--- src/rtl/mcg_pkg.sv ---
package mcg_pkg;
  localparam int STATE_W  = 31;
  localparam int WORD_W   = 32;
  localparam int MULT_W   = 16;
  localparam int MULT_DEF = 16807;

  // True for the two seeds that would trap the recurrence at residue zero.
  function automatic logic seed_locks(input logic [STATE_W-1:0] s);
    return (s == '0) || (s == '1);
  endfunction
endpackage

--- src/rtl/mcg_cmul.sv ---
// Constant multiplier: a WORD_W-bit operand times a MULT_W-bit constant.
// Only the set bits of the constant produce a partial product.
module mcg_cmul #(
  parameter int A_W    = 32,
  parameter int K_W    = 16,
  parameter int K      = 16807,
  localparam int PROD_W = A_W + K_W
) (
  input  logic [A_W-1:0]    a_i,
  output logic [PROD_W-1:0] prod_o
);
  localparam logic [K_W-1:0] KBITS = K_W'(K);

  logic [PROD_W-1:0] pp [K_W];

  for (genvar i = 0; i < K_W; i++) begin : g_pp
    if (KBITS[i]) begin : g_on
      assign pp[i] = PROD_W'(a_i) << i;
    end else begin : g_off
      assign pp[i] = '0;
    end
  end

  always_comb begin
    prod_o = '0;
    for (int i = 0; i < K_W; i++) prod_o = prod_o + pp[i];
  end
endmodule

--- src/rtl/mcg_eac_add.sv ---
// Modulo (2^W - 1) adder: Kogge-Stone prefix tree, end-around carry,
// all-ones result mapped to zero.
module mcg_eac_add #(
  parameter int W = 31,
  localparam int LV = $clog2(W)
) (
  input  logic [W-1:0] a_i,
  input  logic [W-1:0] b_i,
  output logic [W-1:0] sum_o,
  output logic         allones_o,
  output logic         cout_o
);
  logic [W-1:0] g0, p0, gpre, ppre, cin, raw;

  assign g0 = a_i & b_i;
  assign p0 = a_i ^ b_i;

  for (genvar l = 0; l < LV; l++) begin : g_lvl
    logic [W-1:0] gin, pin, gout, pout;
    if (l == 0) begin : g_first
      assign gin = g0;
      assign pin = p0;
    end else begin : g_next
      assign gin = g_lvl[l-1].gout;
      assign pin = g_lvl[l-1].pout;
    end
    for (genvar i = 0; i < W; i++) begin : g_bit
      if (i >= (1 << l)) begin : g_mix
        assign gout[i] = gin[i] | (pin[i] & gin[i-(1<<l)]);
        assign pout[i] = pin[i] & pin[i-(1<<l)];
      end else begin : g_pass
        assign gout[i] = gin[i];
        assign pout[i] = pin[i];
      end
    end
  end

  assign gpre   = g_lvl[LV-1].gout;
  assign ppre   = g_lvl[LV-1].pout;
  assign cout_o = gpre[W-1];

  // Carry out re-enters at bit 0; one extra level folds it in.
  assign cin[0] = cout_o;
  for (genvar i = 1; i < W; i++) begin : g_wrap
    assign cin[i] = gpre[i-1] | (ppre[i-1] & cout_o);
  end

  assign raw       = p0 ^ cin;
  assign allones_o = &raw;
  assign sum_o     = allones_o ? '0 : raw;
endmodule

--- src/rtl/mcg_seed_fix.sv ---
module mcg_seed_fix
  import mcg_pkg::*;
#(
  parameter int W = STATE_W
) (
  input  logic [W-1:0] seed_i,
  output logic [W-1:0] seed_o,
  output logic         fixed_o
);
  assign fixed_o = seed_locks(STATE_W'(seed_i));
  assign seed_o  = fixed_o ? W'(1) : seed_i;
endmodule

--- src/rtl/mcg_rng.sv ---
module mcg_rng
  import mcg_pkg::*;
#(
  parameter int SW  = STATE_W,
  parameter int OW  = WORD_W,
  parameter int MW  = MULT_W,
  parameter int MUL = MULT_DEF
) (
  input  logic          clk_i,
  input  logic          rst_i,
  input  logic          load_i,
  input  logic [SW-1:0] seed_i,
  input  logic          step_i,
  output logic [OW-1:0] word_o,
  output logic          valid_o
);
  localparam int PW = OW + MW;
  localparam int HW = PW - SW;

  logic [SW-1:0] state_q, state_nxt, seed_clean, fold_lo, fold_hi;
  logic [PW-1:0] prod;
  logic          valid_q;

  // Named internal events for the checker.
  logic seed_fixed_w, fold_allones_w, fold_carry_w, adv_w;

  mcg_seed_fix #(.W(SW)) u_fix (
    .seed_i (seed_i),
    .seed_o (seed_clean),
    .fixed_o(seed_fixed_w)
  );

  mcg_cmul #(.A_W(OW), .K_W(MW), .K(MUL)) u_mul (
    .a_i   (OW'(state_q)),
    .prod_o(prod)
  );

  assign fold_lo = prod[SW-1:0];
  assign fold_hi = SW'(prod[PW-1 -: HW]);

  mcg_eac_add #(.W(SW)) u_add (
    .a_i      (fold_lo),
    .b_i      (fold_hi),
    .sum_o    (state_nxt),
    .allones_o(fold_allones_w),
    .cout_o   (fold_carry_w)
  );

  assign adv_w = step_i && !load_i;

  always_ff @(posedge clk_i) begin
    if (rst_i) begin
      state_q <= SW'(1);
      valid_q <= 1'b0;
    end else begin
      if (load_i)      state_q <= seed_clean;
      else if (step_i) state_q <= state_nxt;
      valid_q <= adv_w;
    end
  end

  assign word_o  = OW'(state_q);
  assign valid_o = valid_q;
endmodule

--- config.mk ---
export PLATFORM = sky130hd
export DESIGN_NAME = mcg_rng
export DESIGN_NICKNAME = d
export VERILOG_FILES = /design/src/rtl/mcg_pkg.sv /design/src/rtl/mcg_cmul.sv /design/src/rtl/mcg_eac_add.sv /design/src/rtl/mcg_seed_fix.sv /design/src/rtl/mcg_rng.sv
export SDC_FILE = /design/constraint.sdc
export NUM_CORES = 1
export LEC_CHECK = 0
export BUFFER_PORTS_ARGS = -buffer_cell sky130_fd_sc_hd__buf_2
export CORE_ASPECT_RATIO = 0.9
export CORE_MARGIN = 2
export CORE_UTILIZATION = 40
export DETAILED_ROUTE_END_ITERATION = 7
export PLACE_DENSITY = 0.59
export SETUP_SLACK_MARGIN = 0.02
export SLEW_MARGIN = 20
export SYNTH_ARGS = -nofsm -noshare
export SYNTH_HDL_FRONTEND = slang
export SYNTH_SLANG_ARGS = --single-unit
--- constraint.sdc ---
create_clock -name clk_i -period 23.2 [get_ports clk_i]
set_input_delay 5.8 -clock clk_i [delete_from_list [all_inputs] [get_ports clk_i]]
set_output_delay 5.8 -clock clk_i [all_outputs]
set_load 0.005 [all_outputs]
==> results.cfg <==
[yosys]
synth_compound_area_share_pct = 23.7
yosys_warnings = 0
syn_inst = 1210
ys_seq_area_share_pct = 6.52
synthDistinctLibCells = 87
netlist_area_mm2 = 0.00982
synth_area_leaders = fa_1 (22%), ha_1 (14%), inv_1 (6.9%), dfxtp_1 (6.5%), xnor2_1 (5.4%)
synth-simple-area-share_pct = 16.4
yosys.area.top_type = fa_1
syn_avg_cell_area_um2 = 8.12
synth.net_count = 1467
synth_fa_ha_area_share_pct = 36.6
synth.cells.most_frequent = inv_1 (181), ha_1 (113), fa_1 (109)
synth_top_cell_area_share_pct = 22.2
muxShareOfSynthArea_pct = 0
synth_most_common_cell = inv_1
synth_xor_xnor_area_share_pct = 7.76
synth.ff_latch_count = 32
synth_edf_count = 0
synth_top_family_by_area = adder cells
synth_ff_type = dfxtp_1
async_flop_share_pct = 0

[route]
top_layer_used = met4
route.detailed.drc = 0
vias_per_cell = 5.80
drt_first_iter_violations = 725
firstDrtPassIters = 5
routed_wl_um = 31500
wl_met3_um = 1900
m1WireLength_um = 14500
routed-wl-met2_um = 14200
drt-wirelength-per-cell_um = 20.1
ant_nets = 0
vias = 9080

[timing]
finalHoldViolations = 0
setup_tns_ns = 0
clock_skew_ns = 0.00743
min_period_ns = 13.91
worst_pin_slew_ns = 0.835
fmax_ghz = 0.0719
slew_headroom_pct = 43.8
rsz0062_at_grt = false
finalCritPeriodShare_pct = 59.9
setup_violations = 0
slew_violations = 0

[cells_and_area]
drive_above_1_share_pct = 9.94
final_net_count = 1513
fillCellCount = 2425
seqCellArea_um2 = 641
stdcell_area_mm2 = 0.0106
antenna_cells = 0
multi_input_area_mm2 = 0.00832
synthToLayoutAreaGrowth_pct = 8.19

[clock_tree]
clk_latency_ns = 0.29
cts_setup_buffers = 0
hold_buffers = 0
ctsHtreeMaxLevel = 2
clockBufferDepth = 2
ctsResizeCount = 0
numCtsBuffers = 5
cts_tree = yes
clock-root-buffer = clkbuf_16
clkTransAtPathRegs_ns = 0.06
cts_sinks = 32

[placed_design]
place.gp.congestion = 0.926
place.port_buffers = 66
hpwl_um = 26200
placed_cell_area_mm2 = 0.0105

[worst_setup_path]
critical_path_required_ns = 23.35
worstPathArrival_ns = 14.06
worst_setup_path_end_kind = register
critPathSlowestCell = nor4_4
crit_path_max_fanout = 19
cp-start-kind = register
path_class = reg2reg
slowest_delay_ns = 0.70

[global_routing]
grt_pass1_wl_um = 49500
grt.total_usage_pct = 24.7
antenna_found_initial = 0
grt_max_degree = 52
overflow = 0
grt_pass1_vias = 8825

[min_path]
hold_class = reg2reg

[die]
die_x_um = 169
initial_core_util_pct = 40.6
pin_count = 68
rows = 54
fp.dieArea_mm2 = 0.0258
die_y_um = 153
core-area_mm2 = 0.0242

[run]
drv_cap = 0

[outcome]
outcome = finished clean
layout by cell type, fill, tap and decap left out, types with 9 or more instances in the layout:
cell,n
nand2_1,76
nand4_1,17
o21bai_1,9
inv_1,181
dfxtp_1,32
a211oi_1,12
nor4_1,14
ha_1,113
nand2b_1,12
fa_1,109
nor3_1,16
a22oi_1,32
a31oi_1,31
xnor2_1,60
o21ai_0,34
o31ai_1,10
nand3_1,26
nor2_1,89
a21oi_1,58
o21ai_1,30
nor2b_1,10
or3_1,10
a21o_1,34
buf_4,13
buf_2,66
xor2_1,26
flip-flops by register name, indices dropped and copies added (netlist names):
signal,flops
state_q,31
valid_o,1
metal layers:
metal / global-route usage, % / up-vias
li1: - / 4317
met1: 34.6 / 4454
met2: 39.1 / 261
met3: 3.77 / 48
met4: 7.73 / 0
met5: 0 / -
final cells by class:
cell class	instances	area share, %
Tap cell	308	3.63
Sequential cell	32	6.03
Timing Repair Buffer	79	4.03
Clock buffer	6	1.21
Clock inverter	2	0.330
Multi-Input combinational cell	955	78.3
Inverter	183	6.47
stage by stage:
step	instances	utilization (%)	worst slack [ns]	hold slack, ns
after detailed placement	1557	43.2	9.56	0.873
after global placement	1557	43.2	9.99	0.875
after CTS	1565	43.9	9.49	0.888
after floorplan	1210	-	11.63	0.774
after global routing	1565	43.9	8.25	0.969
final	1565	43.9	9.29	0.885
worst max-delay path, delay by kind of cell, from the launching register on:
family	cells	cell delay, ns
buffers and inverters	3	0.49
and+or+nand+nor	13	3.58
xor gates and xnor gates	3	0.52
DFF	1	0.63
AOI/OAI and AO/OA	24	5.74
adders and majority gates	7	2.79
worst paths after layout:
kind	from	end	slack, ns	cells after the start
setup / recovery	state_q[3]	state_q[24]	9.29	50
hold / removal	state_q[30]	state_q[30]	0.88	5
setup reg to reg	state_q[3]	state_q[24]	9.29	50
hold reg to reg	state_q[30]	state_q[30]	0.88	5
kinds of logic after synthesis:
family | count (synthesis)
DFF | 32
xor gates and xnor gates | 87
adders and majority gates | 222
other | 1
AOI/OAI and AO/OA | 329
buffers and inverters | 223
and+or+nand+nor | 316
Power is not shown: default switching activity piles up to over one toggle a cycle in this logic, so the estimate is an artifact.
